**src/rtl/sdram_guard_pkg.sv**
```systemverilog
package sdram_guard_pkg;

  typedef enum logic [2:0] {
    C_NOP, C_ACT, C_RD, C_WR, C_PRE, C_REF, C_MRS, C_BST
  } cmd_e;

  // lower value = higher reporting priority
  typedef enum logic [3:0] {
    V_NONE      = 4'd0,
    V_MRD       = 4'd1,
    V_IDLE_REQ  = 4'd2,
    V_BANK_IDLE = 4'd3,
    V_BANK_OPEN = 4'd4,
    V_AP_BUSY   = 4'd5,
    V_RCD       = 4'd6,
    V_RRD       = 4'd7,
    V_RP        = 4'd8,
    V_RC        = 4'd9,
    V_RAS_MIN   = 4'd10,
    V_WR        = 4'd11,
    V_RAS_MAX   = 4'd12
  } rule_e;

  // ceiling division of a picosecond limit by the clock period
  function automatic int unsigned ps_to_clk(input int unsigned t_ps,
                                            input int unsigned clk_ps);
    return (t_ps + clk_ps - 1) / clk_ps;
  endfunction

  function automatic logic [3:0] burst_len(input logic [2:0] code);
    case (code)
      3'd0:    return 4'd1;
      3'd1:    return 4'd2;
      3'd2:    return 4'd4;
      default: return 4'd8;
    endcase
  endfunction

  function automatic cmd_e decode_cmd(input logic cs_n, input logic ras_n,
                                      input logic cas_n, input logic we_n);
    if (cs_n) return C_NOP;
    case ({ras_n, cas_n, we_n})
      3'b011:  return C_ACT;
      3'b101:  return C_RD;
      3'b100:  return C_WR;
      3'b010:  return C_PRE;
      3'b001:  return C_REF;
      3'b000:  return C_MRS;
      3'b110:  return C_BST;
      default: return C_NOP;
    endcase
  endfunction

endpackage

```
**src/rtl/sdram_cmd_decode.sv**
```systemverilog
module sdram_cmd_decode
  import sdram_guard_pkg::*;
(
  input  logic cs_n,
  input  logic ras_n,
  input  logic cas_n,
  input  logic we_n,
  output cmd_e cmd
);
  assign cmd = decode_cmd(cs_n, ras_n, cas_n, we_n);
endmodule

```
**src/rtl/sdram_bank_track.sv**
```systemverilog
module sdram_bank_track
  import sdram_guard_pkg::*;
#(
  parameter int          CW       = 14,
  parameter int unsigned T_RCD    = 3,
  parameter int unsigned T_RP     = 3,
  parameter int unsigned T_RAS    = 6,
  parameter int unsigned T_RASMAX = 13334,
  parameter int unsigned T_RC     = 9,
  parameter int unsigned T_WR     = 2
) (
  input  logic       clk,
  input  logic       rst_n,
  input  cmd_e       cmd,
  input  logic       sel,
  input  logic       pre_all,
  input  logic       ap_req,
  input  logic [3:0] bl,
  output logic       open_o,
  output rule_e      code_o
);
  localparam logic [CW-1:0] SMAX = '1;

  function automatic logic [CW-1:0] bump(input logic [CW-1:0] v);
    return (v == SMAX) ? v : v + 1'b1;
  endfunction

  logic          open_q, ap_q;
  logic [CW-1:0] s_act, s_pre, s_wr, s_ap, ap_need;

  // named internal events
  logic          ap_done, ap_live, open_eff, hit_act, hit_rw, hit_pre, ras_late;
  logic [CW-1:0] wr_need, need_rd, need_wr;

  assign ap_done  = ap_q && (s_ap >= ap_need);
  assign ap_live  = ap_q && !ap_done;
  assign open_eff = open_q && !ap_done;
  assign hit_act  = (cmd == C_ACT) && sel;
  assign hit_rw   = ((cmd == C_RD) || (cmd == C_WR)) && sel;
  assign hit_pre  = (cmd == C_PRE) && (sel || pre_all);
  assign ras_late = open_eff && !ap_live && (s_act == CW'(T_RASMAX + 1));
  assign wr_need  = CW'(bl) - 1'b1 + CW'(T_WR);
  assign need_rd  = CW'(bl) + CW'(T_RP);
  assign need_wr  = wr_need + CW'(T_RP);
  assign open_o   = open_eff;

  always_comb begin
    code_o = V_NONE;
    if (hit_act) begin
      if (ap_live)                 code_o = V_AP_BUSY;
      else if (open_eff)           code_o = V_BANK_OPEN;
      else if (s_pre < CW'(T_RP))  code_o = V_RP;
      else if (s_act < CW'(T_RC))  code_o = V_RC;
    end else if (hit_rw) begin
      if (!open_eff)               code_o = V_BANK_IDLE;
      else if (ap_live)            code_o = V_AP_BUSY;
      else if (s_act < CW'(T_RCD)) code_o = V_RCD;
    end else if (hit_pre && open_eff && !ap_live) begin
      if (s_act < CW'(T_RAS))      code_o = V_RAS_MIN;
      else if (s_wr < wr_need)     code_o = V_WR;
    end
    if (code_o == V_NONE && ras_late) code_o = V_RAS_MAX;
  end

  always_ff @(posedge clk) begin
    if (!rst_n) begin
      open_q  <= 1'b0;
      ap_q    <= 1'b0;
      s_act   <= SMAX;
      s_pre   <= SMAX;
      s_wr    <= SMAX;
      s_ap    <= SMAX;
      ap_need <= '0;
    end else begin
      s_act <= bump(s_act);
      s_pre <= bump(s_pre);
      s_wr  <= bump(s_wr);
      s_ap  <= bump(s_ap);
      if (ap_done) begin
        open_q <= 1'b0;
        ap_q   <= 1'b0;
      end
      if (hit_act && !open_eff) begin
        open_q <= 1'b1;
        s_act  <= 1;
      end
      if (hit_rw && open_eff && !ap_live) begin
        if (cmd == C_WR) s_wr <= 1;
        if (ap_req) begin
          ap_q    <= 1'b1;
          s_ap    <= 1;
          ap_need <= (cmd == C_WR) ? need_wr : need_rd;
        end
      end
      if (hit_pre && open_eff && !ap_live) begin
        open_q <= 1'b0;
        s_pre  <= 1;
      end
    end
  end

  // an activate to a closed bank leaves it open with a fresh age
  p_act_opens_r9: assert property (@(posedge clk) disable iff (!rst_n)
    hit_act && !open_eff |=> open_eff && (s_act == 1));

  // an accepted precharge closes the bank
  p_pre_closes_r10: assert property (@(posedge clk) disable iff (!rst_n)
    hit_pre && open_eff && !ap_live |=> !open_eff);

endmodule

```
**src/rtl/sdram_err_log.sv**
```systemverilog
module sdram_err_log
  import sdram_guard_pkg::*;
#(
  parameter int BA_W = 2,
  parameter int NB   = 4
) (
  input  logic            clk,
  input  logic            rst_n,
  input  logic            clr,
  input  rule_e           glob_code,
  input  logic [BA_W-1:0] ba,
  input  rule_e           bank_code [NB],
  output logic            pulse_o,
  output logic            flag_o,
  output rule_e           code_o,
  output logic [BA_W-1:0] bank_o
);
  rule_e           best_c;
  logic [BA_W-1:0] best_b;
  logic            hit;

  always_comb begin
    best_c = glob_code;
    best_b = ba;
    for (int i = 0; i < NB; i++) begin
      if (bank_code[i] != V_NONE && (best_c == V_NONE || bank_code[i] < best_c)) begin
        best_c = bank_code[i];
        best_b = BA_W'(i);
      end
    end
  end

  assign hit = (best_c != V_NONE);

  always_ff @(posedge clk) begin
    if (!rst_n) begin
      pulse_o <= 1'b0;
      flag_o  <= 1'b0;
      code_o  <= V_NONE;
      bank_o  <= '0;
    end else begin
      pulse_o <= hit;
      if (hit && (clr || !flag_o)) begin
        flag_o <= 1'b1;
        code_o <= best_c;
        bank_o <= best_b;
      end else if (clr) begin
        flag_o <= 1'b0;
      end
    end
  end

  // the record is frozen while the flag stands uncleared
  p_hold_r11: assert property (@(posedge clk) disable iff (!rst_n)
    flag_o && !clr |=> flag_o && $stable(code_o) && $stable(bank_o));

  // a clear with no fresh fault drops the flag
  p_clear_r11: assert property (@(posedge clk) disable iff (!rst_n)
    clr && !hit |=> !flag_o);

endmodule

```
**src/rtl/sdram_cmd_guard.sv**
```systemverilog
module sdram_cmd_guard
  import sdram_guard_pkg::*;
#(
  parameter int unsigned CLK_PS     = 7500,
  parameter int unsigned TRRD_PS    = 15000,
  parameter int unsigned TRCD_PS    = 19000,
  parameter int unsigned TRP_PS     = 19000,
  parameter int unsigned TRAS_PS    = 45000,
  parameter int unsigned TRASMAX_PS = 100000000,
  parameter int unsigned TRC_PS     = 64000,
  parameter int unsigned TWR_CLK    = 2,
  parameter int unsigned TMRD_CLK   = 2,
  parameter int          BA_W       = 2,
  parameter int          ADDR_W     = 11,
  parameter int          AP_BIT     = 10
) (
  input  logic              clk,
  input  logic              rst_n,
  input  logic              cs_n,
  input  logic              ras_n,
  input  logic              cas_n,
  input  logic              we_n,
  input  logic [BA_W-1:0]   ba,
  input  logic [ADDR_W-1:0] addr,
  input  logic              clr,
  output logic              err_pulse,
  output logic              err_flag,
  output logic [3:0]        err_code,
  output logic [BA_W-1:0]   err_bank
);
  localparam int unsigned RRD_C    = ps_to_clk(TRRD_PS, CLK_PS);
  localparam int unsigned RCD_C    = ps_to_clk(TRCD_PS, CLK_PS);
  localparam int unsigned RP_C     = ps_to_clk(TRP_PS, CLK_PS);
  localparam int unsigned RAS_C    = ps_to_clk(TRAS_PS, CLK_PS);
  localparam int unsigned RASMAX_C = ps_to_clk(TRASMAX_PS, CLK_PS);
  localparam int unsigned RC_C     = ps_to_clk(TRC_PS, CLK_PS);
  localparam int          NB       = 1 << BA_W;
  localparam int          CW       = $clog2(RASMAX_C + 3);
  localparam logic [CW-1:0] SMAX   = '1;

  function automatic logic [CW-1:0] bump(input logic [CW-1:0] v);
    return (v == SMAX) ? v : v + 1'b1;
  endfunction

  cmd_e            cmd;
  logic [CW-1:0]   since_mrs, since_act_any;
  logic [3:0]      bl_q;
  logic [NB-1:0]   open_v;
  rule_e           bank_code [NB];
  rule_e           glob_code;
  rule_e           code_q;
  logic            is_real, is_mrs, is_act, any_open;

  sdram_cmd_decode u_dec (
    .cs_n (cs_n), .ras_n (ras_n), .cas_n (cas_n), .we_n (we_n), .cmd (cmd)
  );

  assign is_real  = (cmd != C_NOP);
  assign is_mrs   = (cmd == C_MRS);
  assign is_act   = (cmd == C_ACT);
  assign any_open = |open_v;

  always_ff @(posedge clk) begin
    if (!rst_n) begin
      since_mrs     <= SMAX;
      since_act_any <= SMAX;
      bl_q          <= 4'd1;
    end else begin
      since_mrs     <= is_mrs ? CW'(1) : bump(since_mrs);
      since_act_any <= is_act ? CW'(1) : bump(since_act_any);
      if (is_mrs) bl_q <= burst_len(addr[2:0]);
    end
  end

  always_comb begin
    glob_code = V_NONE;
    if (is_real && since_mrs < CW'(TMRD_CLK))
      glob_code = V_MRD;
    else if ((is_mrs || cmd == C_REF) && any_open)
      glob_code = V_IDLE_REQ;
    else if (is_act && since_act_any < CW'(RRD_C))
      glob_code = V_RRD;
  end

  for (genvar g = 0; g < NB; g++) begin : g_bank
    sdram_bank_track #(
      .CW (CW), .T_RCD (RCD_C), .T_RP (RP_C), .T_RAS (RAS_C),
      .T_RASMAX (RASMAX_C), .T_RC (RC_C), .T_WR (TWR_CLK)
    ) u_bank (
      .clk     (clk),
      .rst_n   (rst_n),
      .cmd     (cmd),
      .sel     (ba == BA_W'(g)),
      .pre_all (addr[AP_BIT]),
      .ap_req  (addr[AP_BIT]),
      .bl      (bl_q),
      .open_o  (open_v[g]),
      .code_o  (bank_code[g])
    );
  end

  sdram_err_log #(.BA_W (BA_W), .NB (NB)) u_log (
    .clk       (clk),
    .rst_n     (rst_n),
    .clr       (clr),
    .glob_code (glob_code),
    .ba        (ba),
    .bank_code (bank_code),
    .pulse_o   (err_pulse),
    .flag_o    (err_flag),
    .code_o    (code_q),
    .bank_o    (err_bank)
  );

  assign err_code = code_q;

  // a command right after a mode register set is reported
  p_mrd_r7: assert property (@(posedge clk) disable iff (!rst_n)
    (TMRD_CLK >= 2) && is_mrs ##1 is_real |=> err_pulse);

  // mode set or refresh with a bank open is reported
  p_idle_req_r7: assert property (@(posedge clk) disable iff (!rst_n)
    (is_mrs || cmd == C_REF) && any_open |=> err_pulse);

endmodule

```
**config.mk**
```make
export PLATFORM = sky130hd
export DESIGN_NAME = sdram_cmd_guard
export DESIGN_NICKNAME = d
export VERILOG_FILES = /design/src/rtl/sdram_guard_pkg.sv /design/src/rtl/sdram_cmd_decode.sv /design/src/rtl/sdram_bank_track.sv /design/src/rtl/sdram_err_log.sv /design/src/rtl/sdram_cmd_guard.sv
export SDC_FILE = /design/constraint.sdc
export NUM_CORES = 1
export LEC_CHECK = 0
export ABC_AREA = 0
export BUFFER_PORTS_ARGS = -buffer_cell sky130_fd_sc_hd__buf_2
export CORE_UTILIZATION = 23
export CTS_CLUSTER_SIZE = 12
export DETAILED_ROUTE_END_ITERATION = 8
export PLACE_DENSITY = 0.36
export SLEW_MARGIN = 10
export SYNTH_ARGS = -nofsm -noshare
export SYNTH_HDL_FRONTEND = slang
export SYNTH_SLANG_ARGS = --single-unit
```
**constraint.sdc**
```tcl
create_clock -name clk -period 10.3 [get_ports clk]
set_clock_uncertainty 0.05 [all_clocks]
set_input_delay 0.515 -clock clk [delete_from_list [all_inputs] [get_ports clk]]
set_output_delay 0.515 -clock clk [all_outputs]
set_load 0.01 [all_outputs]
```
==> flow_summary.toml, run 1 <==
[outcome]
status = "complete, no violations"

[synth]
async_flop_share = 0
synth.area.top_cells = "dfxtp_1 34%, ha_1 9.6%, o21ai_0 7.3%"
yosys_most_used_dff = "dfxtp_1"
synth_common_cells = "328 x dfxtp_1, 279 x o21ai_0, 212 x nor2_1"
synthMuxAreaShare = 0.01378
ys_seq_area_frac = 0.3410
ys_ff_latch = 328
syn_avg_cell_area_um2 = 8.081
syn_nets = 2551
yosysTopAreaCell = "dfxtp_1"
ys_types = 88
synth_simple_gate_area_share = 0.2330
netlist_area_um2 = 19260
synth_edf_count = 0
syn_inst = 2383
synth_compound_area_frac = 0.1925
synth_fa_ha_area_frac = 0.09617
yosys_warnings = 0
synthXorXnorAreaFrac = 0.08460
synth_top_cell_area_share = 0.3410
synth_top_family_by_area = "simple AND/OR/NAND/NOR gates"
yosysMostFrequentCell = "dfxtp_1"

[sta]
max-slew-margin-rel = 0.2930
period_share = 0.9465
slew_viol_final = 0
layout_min_cycle_time_ns = 9.749
setup_viol = 0
holdWs_ns = 0.1345
fmax_mhz = 102.6
tightest_slew_ns = 1.060
fin_ws_ns = 0.5510
hold_viol = 0
tns_ns = 0

[power]
p_comb_frac = 0.395
p_switching_mw = 2.428
intPower_mw = 3.672
fin_total_pwr_mw = 6.100
clock_power_share = 0.259
seq_power_share = 0.346
swShare = 0.3981
power_density_nw_per_um2 = 272.5
leakagePower_nw = 8.455
ir_drop_mv = 0.1463

[critical_path]
worstSetupStartpointType = "register"
cpLargestDelayFamily = "compound AO/OA/AOI/OAI gates"
cp.required_ns = 10.73
end_kind = "register"
crit_top_cell = "ha_1"
arrival_ns = 10.18
path_buf_inv = 5
slowest_stage = "or4_4"
cpPeakStageDelay_ns = 0.52
worstPathMaxFanout = 7
crit_type = "register to register"

[cells_and_area]
fillers = 8869
nNetsFinal = 2574
final_cells = 3511
layout-drive-gt1-share = 0.08770
areaGrowthSynthToFinish_pct = 16.23
design_area_um2 = 22380
post-route-util = 0.2713

[floorplanning]
start_util = 0.2334
io_pins = 28
coreArea_um2 = 82500
die_w_um = 291.3
die_area_um2 = 84880
rows = 105
die_h_um = 291.3

[placed_design]
dp_hpwl_mm = 42.08
placed_cells = 3421
dpl_worst_slack_ns = -0.2070
portBuffers = 20
gp_congestion = 0.8172
placed_area_um2 = 20690

[clocking]
cts_root_buf = "clkbuf_16"
clk_path_buf_depth = 3
clkLatencyLatePin_ns = 0.60
cts_buffers = 45
hold_buffers = 0
cts_max_level = 2
clk_pin_slew_worst_paths_ns = 0.06
cts_tree = "built"
cts.sinks = 328

[route]
routed_wl_mm = 58.36
viasPerCell = 4.869
routedWlPerCell_um = 16.62
drtIter0Drc = 930
ant_nets = 0
dr_total_vias = 17095
firstDrtPassIters = 5
drc_errors = 0

[global_routing]
grt_max_degree = 92
grt_pass1_vias = 16729
track_usage = 0.1364
antenna_found_initial = 4
grt_overflow = 0
grt_pass1_wl_mm = 94.21

[min_path]
hold_path_class = "input pin to register"

[job]
maxCapViolCount = 0
worst paths after layout:
path,from,endpoint,slack (ns),depth (start not counted)
hold reg to reg,g_bank[1].u_bank.ap_need[13],g_bank[1].u_bank.ap_need[13],0.41,2
hold / removal,rst_n,g_bank[0].u_bank.s_ap[0],0.13,2
setup reg to reg,bl_q[1],u_log.code_o[2],0.55,47
setup / recovery,bl_q[1],u_log.code_o[2],0.55,47
flip-flops by register name (all words and copies together), names as in the netlist:
register               flops
g_bank.u_bank.ap_need     56
g_bank.u_bank.s_act       56
g_bank.u_bank.s_ap        56
g_bank.u_bank.s_pre       56
g_bank.u_bank.s_wr        56
since_act_any             14
since_mrs                 14
bl_q                       4
g_bank.u_bank.ap_q         4
g_bank.u_bank.open_q       4
u_log.code_o               4
u_log.bank_o               2
u_log.flag_o               1
u_log.pulse_o              1
cells by family after synthesis:
logic type,after synthesis
simple gates,893
flops,328
mux,26
buf+inv,199
xor+xnor,186
compound gates,603
fa+ha+maj,148
cell usage in the layout, fill, tap and decap left out, types with 48 or more instances in the layout:
cell and count:
nand2_1 201, buf_4 48, inv_1 102, and3_1 60, xor2_1 119, o21ai_0 276
ha_1 144, xnor2_1 66, dfxtp_1 327, a21oi_1 113, nor2_1 212, nand4_1 67
nand3_1 131
layout make-up:
type | instances | area, µm² | share of cell area
Clock buffer | 67 | 1349 | 0.06026
Multi-Input combinational cell | 1856 | 12100 | 0.5406
Sequential cell | 328 | 6568 | 0.2934
Timing Repair Buffer | 68 | 466.7 | 0.02085
Inverter | 107 | 401.6 | 0.01794
Tap cell | 1070 | 1339 | 0.05982
Clock inverter | 14 | 156.4 | 0.006988
Antenna cell | 1 | 2.502 | 0.0001118
repair_timing:
action                     4_1_cts  5_1_grt
gates resized for setup          3       29
pin swaps                        2       13
setup buffers                    2        6
setup endpoints to repair        6        6
metal layers:
metal / up-vias / GRT usage / routed length (µm)
met5: - / 0 / 8
met4: 2 / 0.03427 / 1142
met3: 70 / 0.01748 / 1740
met2: 198 / 0.2219 / 26290
met1: 8173 / 0.1892 / 29170
li1: 8652 / - / -
worst reg2reg max path, delay by kind of cell (launching register included):
| kind | cells | cell delay [ns] |
|---|---|---|
| compound gates | 23 | 4.51 |
| fa+ha+maj | 8 | 2.17 |
| simple gates | 9 | 1.48 |
| buf+inv | 5 | 0.61 |
| flops | 1 | 0.33 |
| mux | 1 | 0.31 |
| xor+xnor | 1 | 0.17 |
power by group through the flow:
| stage | logic (mW) | registers [mW] | clock network (mW) |
|---|---|---|---|
| finish | 2.41 | 2.11 | 1.58 |
| detailed placement | 2.40 | 2.13 | 0 |
| global placement | 2.37 | 2.14 | 0 |
| CTS | 2.43 | 2.11 | 1.65 |
| floorplan | 1.99 | 1.98 | 0 |
| global route | 2.79 | 2.18 | 1.69 |
No activity file was read; power rests on OpenSTA's default activity.
==> inputs of run 2 (changes only) <==
- CORE_UTILIZATION: 23 -> 49
- PLACE_DENSITY: 0.36 -> 0.65
==> run 2 against run 1 <==
Net effect:
- hold slack better by 0.080 ns
- register-to-register slack lost 0.20 ns
- setup slack got worse by 0.20 ns
- critical path depth shrank 4
- non-clock buffer count shrank 5
- sequential share of layout area up 1.2 points
- combinational power hardly changed
- critical path type unchanged
==> flow_summary.toml, run 2 (synthesis gave the netlist of run 1 again) <==
[cells_and_area]
design_area_um2 = 21470
final_cells = 2945
diodes = 0
areaGrowthSynthToFinish_pct = 11.50
mostFrequentLayoutCells = "328 x dfxtp_1, 276 x o21ai_0, 212 x nor2_1"
final_common_cell = "dfxtp_1"
layout-drive-gt1-share = 0.07870
nNetsFinal = 2564

[route]
drtIter0Drc = 1044
ant_nets = 0
routed_wl_mm = 49.46
dr_total_vias = 17269
routedWlPerCell_um = 16.80
firstDrtPassIters = 6
viasPerCell = 5.864
drc_errors = 0

[power]
leakagePower_nw = 8.351
ir_drop_mv = 0.1883
power_density_nw_per_um2 = 276.9

[global_routing]
track_usage = 0.2442
grt_pass1_wl_mm = 81.92
grt_pass1_vias = 16562
grt_overflow = 0
antenna_found_initial = 0
grt_max_degree = 101

[clocking]
clkLatencyLatePin_ns = 0.57
clk_path_buf_depth = 3
cts_max_level = 2
cts_buffers = 40
cts_root_buf = "clkbuf_16"
clk_pin_slew_worst_paths_ns = 0.05
cts_tree = "built"
cts.sinks = 328
hold_buffers = 0

[sta]
tightest_slew_ns = 1.164
slew_viol_final = 0
holdWs_ns = 0.2143
fmax_mhz = 100.5
fin_ws_ns = 0.3541
hold_viol = 0
max-slew-margin-rel = 0.2039
period_share = 0.9656
setup_viol = 0
layout_min_cycle_time_ns = 9.946

[placed_design]
dp_hpwl_mm = 35.39
dpl_worst_slack_ns = -0.2789
placed_cells = 2862
placed_area_um2 = 19930
gp_congestion = 0.8952
portBuffers = 20

[critical_path]
worstPathMaxFanout = 7
end_kind = "register"
crit_type = "register to register"
cp.required_ns = 10.71
cpPeakStageDelay_ns = 0.52
worstSetupStartpointType = "register"
slowest_stage = "or4_4"
arrival_ns = 10.36

[job]
maxCapViolCount = 0

[floorplanning]
die_h_um = 200.2
die_w_um = 200.2
io_pins = 28
die_area_um2 = 40090
start_util = 0.4971
coreArea_um2 = 38740
rows = 72

[min_path]
hold_path_class = "input pin to register"

[outcome]
status = "complete, no violations"
==> run 2: cell count changes in the layout (fill, tap and decap cells not counted), sizes merged <==
cell,before,now
clkinvlp,1,2
clkbuf,67,54
buf,68,63
bufinv,1,5
diode,1,0
==> run 2: layer usage <==
metal | wire length (µm) | global-route usage | part of all wire
met1 | 23110 | 0.3211 | 0.47
met2 | 22670 | 0.4022 | 0.46
met3 | 2122 | 0.03222 | 0.043
met4 | 1558 | 0.1014 | 0.031
met5 | 0 | 0 | 0
==> run 2: worst paths after layout <==
path                                start                           end  slack, ns  depth (start not counted)
max reg2reg                       bl_q[0]               u_log.code_o[2]       0.35                         43
min                               addr[1]                       bl_q[2]       0.21                          3
min reg2reg  g_bank[1].u_bank.ap_need[12]  g_bank[1].u_bank.ap_need[12]       0.41                          2
max                               bl_q[0]               u_log.code_o[2]       0.35                         43
==> run 2: worst max-delay path: cells and delay by family (launching register included) <==
kind	cells	cell delay, ns
buf+inv	4	0.52
compound gates	22	4.65
mux	2	0.60
fa+ha+maj	8	2.18
simple gates	6	1.33
flops	1	0.31
xor+xnor	1	0.18
==> run 2: timing repair <==
action / in CTS / in global routing
pin swaps: 2 / 9
resized for setup: 4 / 22
buffers inserted: 1 / 9
gates cloned: 0 / 0
endpoints found under the setup margin: 6 / 6
==> run 2: report_power, final <==
| group | internal [mW] | switching, mW | leakage [nW] | total [mW] |
|---|---|---|---|---|
| combinational | 1.08 | 1.30 | 4.98 | 2.38 |
| clock | 0.890 | 0.572 | 0.673 | 1.46 |
| sequential | 1.65 | 0.450 | 2.70 | 2.10 |
| total | 3.63 | 2.32 | 8.35 | 5.95 |
==> run 2: layout make-up <==
| type | instances | area (µm²) |
|---|---|---|
| flip-flops and latches | 328 | 6566 |
| clock buffers | 54 | 1114 |
| repair buffers | 63 | 432.9 |
| multi-input cells | 1856 | 12050 |
| inverters | 107 | 401.6 |
| clock inverters | 19 | 255.2 |
| fillers | 3657 | 17270 |
| well taps | 518 | 648.1 |
==> run 2: through the flow <==
stage	utilization	TNS, ns	power (mW)
global route	0.5543	-0.2637	6.463
CTS	0.5504	0	5.977
detailed placement	0.5145	-0.5790	4.472
finish	0.5543	0	5.945
global placement	0.5145	-0.05529	4.385
floorplan	-	0	3.974
